File: config.mk
export PLATFORM = sky130hd
export DESIGN_NAME = dbf_frame_ctrl
export DESIGN_NICKNAME = d
export VERILOG_FILES = /design/src/rtl/dbf_pkg.sv /design/src/rtl/dbf_scan_ctr.sv /design/src/rtl/dbf_flip_ctl.sv /design/src/rtl/dbf_wr_arb.sv /design/src/rtl/dbf_frame_ctrl.sv
export SDC_FILE = /design/constraint.sdc
export NUM_CORES = 1
export LEC_CHECK = 0
export BUFFER_PORTS_ARGS = -buffer_cell sky130_fd_sc_hd__buf_2
export CAP_MARGIN = 20
export CELL_PAD_IN_SITES_DETAIL_PLACEMENT = 1
export CELL_PAD_IN_SITES_GLOBAL_PLACEMENT = 1
export CORE_ASPECT_RATIO = 1.25
export CORE_MARGIN = 3
export CORE_UTILIZATION = 35
export DETAILED_ROUTE_END_ITERATION = 12
export MAX_ROUTING_LAYER = met4
export PLACE_DENSITY_LB_ADDON = 0.1
export SYNTH_ARGS = -nofsm -noshare
export SYNTH_HDL_FRONTEND = slang
export SYNTH_SLANG_ARGS = --single-unit
File: constraint.sdc
create_clock -name clk -period 1.7 [get_ports clk]
set_clock_uncertainty 0.2 [all_clocks]
set_input_delay 0.085 -clock clk [delete_from_list [all_inputs] [get_ports clk]]
set_output_delay 0.085 -clock clk [all_outputs]
set_load 0.03 [all_outputs]
File: src/rtl/dbf_pkg.sv
package dbf_pkg;
  typedef enum logic [1:0] {SRC_NONE, SRC_GPU, SRC_CPU} wr_src_e;

  // The graphics engine always wins; the CPU is served only when it is idle.
  function automatic wr_src_e pick_writer(input logic gpu_we, input logic cpu_req);
    if (gpu_we)       return SRC_GPU;
    else if (cpu_req) return SRC_CPU;
    else              return SRC_NONE;
  endfunction
endpackage

File: src/rtl/dbf_scan_ctr.sv
module dbf_scan_ctr #(
  parameter int X_W = 10,
  parameter int Y_W = 9,
  localparam int A_W = X_W + Y_W
) (
  input  logic           clk,
  input  logic           rst_n,
  input  logic           pix_en,
  input  logic           h_wrap,
  input  logic           v_wrap,
  output logic [A_W-1:0] scan_addr
);
  logic [X_W-1:0] x_q;
  logic [Y_W-1:0] y_q;

  function automatic logic [X_W-1:0] x_step(input logic [X_W-1:0] x, input logic en, input logic wrap);
    if (!en)  return x;
    if (wrap) return '0;
    return x + 1'b1;
  endfunction

  function automatic logic [Y_W-1:0] y_step(input logic [Y_W-1:0] y, input logic line_end, input logic wrap);
    if (!line_end) return y;
    if (wrap)      return '0;
    return y + 1'b1;
  endfunction

  always_ff @(posedge clk) begin
    if (!rst_n) begin
      x_q <= '0;
      y_q <= '0;
    end else begin
      x_q <= x_step(x_q, pix_en, h_wrap);
      y_q <= y_step(y_q, pix_en && h_wrap, v_wrap);
    end
  end

  assign scan_addr = {y_q, x_q};
endmodule

File: src/rtl/dbf_flip_ctl.sv
module dbf_flip_ctl (
  input  logic clk,
  input  logic rst_n,
  input  logic vsync,
  input  logic flip_req,
  output logic disp_sel,
  output logic flip_pend,
  output logic vs_rise,
  output logic swap
);
  logic vsync_q;

  assign vs_rise = vsync && !vsync_q;
  assign swap    = vs_rise && (flip_pend || flip_req);

  always_ff @(posedge clk) begin
    if (!rst_n) begin
      vsync_q   <= 1'b0;
      flip_pend <= 1'b0;
      disp_sel  <= 1'b0;
    end else begin
      vsync_q   <= vsync;
      flip_pend <= swap ? 1'b0 : (flip_pend || flip_req);
      if (swap) disp_sel <= !disp_sel;
    end
  end
endmodule

File: src/rtl/dbf_wr_arb.sv
module dbf_wr_arb
  import dbf_pkg::*;
#(
  parameter int A_W = 19,
  parameter int D_W = 12
) (
  input  logic           clk,
  input  logic           rst_n,
  input  logic           gpu_we,
  input  logic [A_W-1:0] gpu_addr,
  input  logic [D_W-1:0] gpu_wdata,
  input  logic           cpu_req,
  input  logic           cpu_we,
  input  logic [A_W-1:0] cpu_addr,
  input  logic [D_W-1:0] cpu_wdata,
  output logic           gpu_grant,
  output logic           cpu_grant,
  output logic           cpu_ready,
  output logic           stg_we,
  output logic           stg_rd,
  output logic [A_W-1:0] stg_addr,
  output logic [D_W-1:0] stg_data
);
  wr_src_e src;

  assign src       = pick_writer(gpu_we, cpu_req);
  assign gpu_grant = (src == SRC_GPU);
  assign cpu_grant = (src == SRC_CPU);
  assign cpu_ready = !gpu_we;

  always_ff @(posedge clk) begin
    if (!rst_n) begin
      stg_we   <= 1'b0;
      stg_rd   <= 1'b0;
      stg_addr <= '0;
      stg_data <= '0;
    end else begin
      stg_we   <= gpu_grant || (cpu_grant && cpu_we);
      stg_rd   <= cpu_grant && !cpu_we;
      stg_addr <= gpu_we ? gpu_addr  : cpu_addr;
      stg_data <= gpu_we ? gpu_wdata : cpu_wdata;
    end
  end
endmodule

File: src/rtl/dbf_frame_ctrl.sv
module dbf_frame_ctrl #(
  parameter int X_W = 10,
  parameter int Y_W = 9,
  parameter int CH_W = 4,
  localparam int A_W = X_W + Y_W,
  localparam int D_W = 3 * CH_W
) (
  input  logic           clk,
  input  logic           rst_n,
  input  logic           pix_en,
  input  logic           h_wrap,
  input  logic           v_wrap,
  input  logic           vsync,
  input  logic           flip_req,
  output logic           disp_sel,
  input  logic           gpu_we,
  input  logic [A_W-1:0] gpu_addr,
  input  logic [D_W-1:0] gpu_wdata,
  input  logic           cpu_req,
  input  logic           cpu_we,
  input  logic [A_W-1:0] cpu_addr,
  input  logic [D_W-1:0] cpu_wdata,
  output logic           cpu_ready,
  output logic           cpu_rvalid,
  output logic [D_W-1:0] cpu_rdata,
  output logic [A_W-1:0] sa_addr,
  output logic [D_W-1:0] sa_wdata,
  output logic           sa_we,
  input  logic [D_W-1:0] sa_rdata,
  output logic [A_W-1:0] sb_addr,
  output logic [D_W-1:0] sb_wdata,
  output logic           sb_we,
  input  logic [D_W-1:0] sb_rdata,
  output logic [D_W-1:0] pix_out
);
  logic           flip_pend, vs_rise, swap;
  logic           gpu_grant, cpu_grant;
  logic           stg_we, stg_rd;
  logic [A_W-1:0] stg_addr;
  logic [D_W-1:0] stg_data;
  logic [A_W-1:0] scan_addr [2];
  logic [A_W-1:0] port_addr [2];
  logic [D_W-1:0] port_wdata [2];
  logic           port_we [2];
  logic [D_W-1:0] port_rdata [2];
  logic [D_W-1:0] disp_rdata, idle_rdata;

  dbf_flip_ctl u_flip (
    .clk(clk), .rst_n(rst_n), .vsync(vsync), .flip_req(flip_req),
    .disp_sel(disp_sel), .flip_pend(flip_pend), .vs_rise(vs_rise), .swap(swap)
  );

  dbf_wr_arb #(.A_W(A_W), .D_W(D_W)) u_arb (
    .clk(clk), .rst_n(rst_n),
    .gpu_we(gpu_we), .gpu_addr(gpu_addr), .gpu_wdata(gpu_wdata),
    .cpu_req(cpu_req), .cpu_we(cpu_we), .cpu_addr(cpu_addr), .cpu_wdata(cpu_wdata),
    .gpu_grant(gpu_grant), .cpu_grant(cpu_grant), .cpu_ready(cpu_ready),
    .stg_we(stg_we), .stg_rd(stg_rd), .stg_addr(stg_addr), .stg_data(stg_data)
  );

  assign port_rdata[0] = sa_rdata;
  assign port_rdata[1] = sb_rdata;

  // One scan counter and one address/data switch per buffer.
  for (genvar g = 0; g < 2; g++) begin : g_buf
    logic on_screen;
    assign on_screen = (disp_sel == g[0]);

    dbf_scan_ctr #(.X_W(X_W), .Y_W(Y_W)) u_scan (
      .clk(clk), .rst_n(rst_n), .pix_en(pix_en),
      .h_wrap(h_wrap), .v_wrap(v_wrap), .scan_addr(scan_addr[g])
    );

    assign port_addr[g]  = on_screen ? scan_addr[g] : stg_addr;
    assign port_wdata[g] = on_screen ? '0 : stg_data;
    assign port_we[g]    = !on_screen && stg_we;
  end

  assign sa_addr  = port_addr[0];
  assign sa_wdata = port_wdata[0];
  assign sa_we    = port_we[0];
  assign sb_addr  = port_addr[1];
  assign sb_wdata = port_wdata[1];
  assign sb_we    = port_we[1];

  assign disp_rdata = port_rdata[disp_sel];
  assign idle_rdata = port_rdata[!disp_sel];

  always_ff @(posedge clk) begin
    if (!rst_n) begin
      pix_out    <= '0;
      cpu_rvalid <= 1'b0;
      cpu_rdata  <= '0;
    end else begin
      pix_out    <= disp_rdata;
      cpu_rvalid <= stg_rd;
      if (stg_rd) cpu_rdata <= idle_rdata;
    end
  end
endmodule

# Word level (Yosys, flattened, before mapping)
# Cells that the tools add are included.
[word_totals]
regBits = 99
latch_bits = 0
ram_bits = 0
romBits = 0
inputBits = 96
out_inout_bits = 91
elab_cells = 79
memories = 0
[op_classes]
add_sub_neg = 4
mul = 0
div_mod_pow = 0
magnitude_cmp = 2
n_eq_ne = 2
shifts = 0
mux = 40
bitwise = 3
reduce_logical = 14
[ops]
columns = ["op", "n"]
rows = [
  ["12-bit two-way mux", 9],
  ["10-bit two-way mux", 8],
  ["9-bit two-way mux", 8],
  ["19-bit two-way mux", 3],
  ["10-bit by 1-bit adder with 10-bit output, second input constant", 2],
  ["9-bit by 1-bit adder with 9-bit output, second input constant", 2],
  ["1-bit two-way mux", 10],
  ["1-bit logical AND", 7],
  ["2-bit >= comparator, second input constant", 2],
  ["1-bit zero test", 4],
  ["2-bit two-way mux", 2],
  ["1-bit NOT with 2-bit output", 2],
  ["2-bit by 1-bit == test with 1-bit output, second input constant", 1],
  ["2-bit == test, second input constant", 1],
  ["1-bit logical OR", 2],
  ["2-bit OR reduction", 1],
  ["1-bit NOT", 1],
]

# Longest topological paths before layout
[logic_depth]
depth_word = 7
depth_mapped = 5
depth_no_buf = 4

# Hierarchy
# From an unflattened synthesis, not the netlist that was laid out.
[hier_totals]
cells_unflattened = 475
area_unflattened_um2 = 4809.6
[modules_own_cells]
columns = ["mod", "instances", "cells_per_inst", "area_per_inst_um2", "seq_area_each_um2"]
rows = [
  ["dbf_scan_ctr", 2, 96, 867.1, 380.4],
  ["dbf_frame_ctrl", 1, 164, 1669.1, 500.5],
  ["dbf_wr_arb", 1, 108, 1281.2, 660.6],
  ["dbf_flip_ctl", 1, 11, 125.1, 60.1],
]

# Least setup slack after synthesis
# Ideal clock, no wire load.
[synth_path]
path_kind = "reg-to-output"
startpoint = "reg u_flip.disp_sel"
endpoint = "out sa_addr[14]"
arrival_ps = 1484
t_required_ps = 1415
slack_ps = -69
stages_incl_launch_ff = 4
n_path_buf = 2
cell_sequence = "dfxtp_1 buf_2 clkbuf_1 o21ai_0"
[synth_between]
elab_chain_len = 1
[synth_rtl]
columns = ["item", "line_no", "text"]
rows = [
  ["from (decl)", "dbf_flip_ctl.sv:6", "output logic disp_sel,"],
  ["from (signal assigned)", "dbf_flip_ctl.sv:24", "if (swap) disp_sel <= !disp_sel;"],
  ["19-bit two-way mux", "dbf_frame_ctrl.sv:74", "assign port_addr[g] = on_screen ? scan_addr[g] : stg_addr;"],
  ["to (decl)", "dbf_frame_ctrl.sv:26", "output logic [A_W-1:0] sa_addr,"],
]
# Every way passes these cells.

# Worst setup path after layout
[layout_path]
startpoint = "reg u_flip.disp_sel"
endpoint = "out sa_addr[16]"
# Same word-level chain as after synthesis.

==> summary.md <==
| Metric | Value |
|---|---|
| CP endpoint kind | output port |
| WP data required | 1.41 ns |
| Post-Layout Cell Count | 942 |
| Max Clock Freq | 0.579 GHz |
| Syn nets | 582 |
| Yosys warnings | 0 |
| Setup WS post-layout | -0.0259 ns |
| Asr flop ratio synth | 0% |
| Pleak | 3.33 nW |
| Min-delay worst type | in2reg |
| GRT overflow | 0 |
| Slew @ Worst Pin | 0.481 ns |
| CP cell instances | buf_12 > mux2_2 > buf_6 |
| Drt drc | 0 |
| CTS Buf Count | 9 |
| Seq/Total Area, Yosys | 43.5% |
| Clock power share | 37.2% |
| Max-cap violations | 0 |
| Antenna violations before repair | 0 |
| Row cnt | 46 |
| Max Slew Vio Count | 0 |
| Outcome | finished with violations |
| CTS tree | yes |
| Synth Register Bits | 99 |
| Dpl cells | 825 |
| Pwr dens | 802 nW/µm² |
| Switching Fraction | 26.7% |
| Post-DRT Antenna Nets | 0 |
| Layout Area Growth over Synthesis | 65.8% |
| Die X-Extent | 108 µm |
| H-Tree Level Count | 3 |
| Wire per inst | 18.0 µm |
| Crit path kind | reg2out |
| Die area | 14400 µm² |
| Crit path DAT | 1.44 ns |
| Top FF cell, synth | dfxtp_1 |
| Clk pin slew, worst setup/hold paths | 0.07 ns |
| Ant diodes | 0 |
| Failing checks | setup timing |
| Initial core utilization | 35.8% |
| Root buf cell | clkbuf_16 |
| Final net count | 870 |
| Internal power | 0.00444 W |
| Syn_area_per_cell | 9.46 µm² |
| Critical path's largest stage delay | 0.41 ns |
| Top cell type's share of synthesized area | 43.5% |
| Largest net degree at the start of global routing | 35 |
| CP max FO | 18 |
| Startpoint types | flip-flop |
| Worst VDD drop | 0.393 mV |
| Post-Syn Instances | 482 |
| Port-buffer cells | 186 |
| R2r setup slk | 0.08 ns |
| RR Startpoint | u_flip.disp_sel |
| RePlAce Congestion | 0.801 |
| Yosys cell types | 34 |
| Period utilization | 102% |
| Relative slew slack | 67.9% |
| # setup viols final | 17 |
| Post-synthesis cell area | 4560 µm² |
| Max Buffers Root-to-Sink | 2 |
| DR vias | 4679 |
| Dominant cells by area after synthesis | dfxtp_1, mux2i_1, mux2_2 |
| Routing usage on met1 | 24.9% |
| CP top delay family | flip-flops |
| Setup WS pre-CTS | 0.0697 ns |
| First-pass GRT wire length | 26300 µm |
| Pre-Repair DR Iteration Count | 4 |
| Net switching power | 0.00162 W |
| Most used routing layer | met2 |
| Core area | 12700 µm² |
| DPL Wire Length | 10200 µm |
| All-Layer GR Usage | 23.7% |
| Share of cells above drive strength 1 | 35.7% |
| Number of global-route vias before repair | 5196 |
| Min-delay src | pix_en |
| Critical Path Start | u_flip.disp_sel |
| Via-to-Cell Ratio | 4.97 |
| Die Y | 134 µm |
| Largest area contributor in the netlist | dfxtp_1 |
| Final hold vios | 0 |
| Final worst path period need | 1.73 ns |
| Logic pwr share | 22.0% |
| Setup repair after global routing missed its margin | yes |
| M2 GR Usage | 43.5% |
| IO Count | 187 |
| Clock Sinks | 99 |
| EDFF count, synth | 0 |
| Met3 Use GR | 3.49% |
| Crit-path slowest cell | dfxtp_4 |
| Worst path bufs/invs | 2 |
| Reg power frac | 40.7% |
| Final WL | 16900 µm |
| Drt first-iter violations | 153 |
| Clk_lat worst skew | 0.34 ns |
power by group through the flow:
stage | clock [W] | combinational, W | sequential [W]
5_1_grt | 0.00240 | 0.00142 | 0.00248
3_3_place_gp | 0 | 0.000948 | 0.00252
2_1_floorplan | 0 | 0.000538 | 0.00257
3_5_place_dp | 0 | 0.000964 | 0.00252
4_1_cts | 0.00230 | 0.00126 | 0.00246
6_report | 0.00226 | 0.00134 | 0.00247
per-layer routing:
metal  wire (µm)  part of all wire [%]  up-vias
li1            -                     -     2267
met3         697                   4.1       31
met2        9150                    54      127
met5           0                     0        -
met1        6600                    39     2254
met4         477                   2.8        0
timing repair:
action                                  CTS  global route
endpoints found under the hold margin    66             0
buffers inserted                          3             2
gates resized for setup                  78            65
endpoints found under the setup margin   55            79
hold buffers                             98             0
cloned                                    1             1
synth_stat cells (9+ instances only):
| cell type | number |
|---|---|
| clkbuf_1 | 12 |
| dfxtp_1 | 99 |
| a21oi_1 | 28 |
| a211oi_1 | 12 |
| buf_2 | 13 |
| mux2_2 | 35 |
| nor2b_1 | 13 |
| mux2i_1 | 57 |
| or4_1 | 12 |
| nand2_1 | 19 |
| inv_1 | 11 |
| o31ai_1 | 12 |
| or3_1 | 9 |
| nor2_1 | 70 |
| nand3_1 | 9 |
| o21ai_0 | 12 |
| and2_1 | 15 |
through the flow:
step	instance area, µm²	hold slack (ns)	utilization [%]	total power (W)	TNS (ns)
final	7560	0.00292	59.4	0.00606	-0.306
after global routing	7560	0.0167	59.4	0.00629	-1.62
after CTS	7390	0.0342	58.1	0.00603	-0.339
after global placement	5790	0.0839	45.6	0.00346	0
after floorplan	4560	-0.0377	-	0.00311	0
after detailed placement	5790	0.0885	45.6	0.00349	0
logic make-up after synthesis:
group / share of synthesized area [%]
AOI/OAI and AO/OA: 8.70
and+or+nand+nor: 19.9
adders and majority gates: 1.10
muxes: 21.2
DFF: 43.5
xor gates and xnor gates: 1.92
buffers and inverters: 3.73
flip-flops by register name, indices dropped and copies added, names as in the netlist:
signal / count
cpu_rdata: 12
cpu_rvalid: 1
g_buf.u_scan.x_q: 20
g_buf.u_scan.y_q: 18
pix_out: 12
u_arb.stg_addr: 19
u_arb.stg_data: 12
u_arb.stg_rd: 1
u_arb.stg_we: 1
u_flip.disp_sel: 1
u_flip.flip_pend: 1
u_flip.vsync_q: 1
worst reg2reg max path, cell delays in order, from the launching register on:
cell and delay [ns]:
dfxtp_4 0.38, buf_12 0.13, buf_16 0.14, buf_4 0.16, or3_1 0.37, a21oi_1 0.16
placed cells by master (no fill, tap or decap), drive strengths merged:
cell type / instances
ha: 4
nand3b: 2
buf: 207
nand4: 10
nor4b: 1
a21boi: 1
mux2i: 57
or3: 9
clkbuf: 13
o31ai: 12
bufinv: 2
nand3: 9
xor2: 5
nor2b: 13
nor2: 70
and2: 15
or4: 12
nor4: 2
nor4bb: 2
mux2: 35
nand4b: 2
a21oi: 28
inv: 12
a211oi: 12
o21ai: 13
clkinv: 2
nand2b: 5
xnor2: 5
dfxtp: 99
dlygate4sd3: 96
nand2: 19
layout make-up:
type / instances / area, µm²
Clock buffer: 11 / 253
Timing Repair Buffer: 305 / 2490
Multi-Input combinational cell: 343 / 2490
Fill cell: 1435 / 5160
Sequential cell: 99 / 1990
Inverter: 12 / 45.0
Clock inverter: 4 / 73.8
Tap cell: 168 / 210
final timing paths:
check | end | cells after the start
worst max-delay path | sa_addr[16] | 3
worst min-delay path | g_buf[0].u_scan.y_q[1] | 3
worst max register to register | u_flip.disp_sel | 5
worst min register to register | cpu_rvalid | 1
Power figures use the tool's default switching activity.
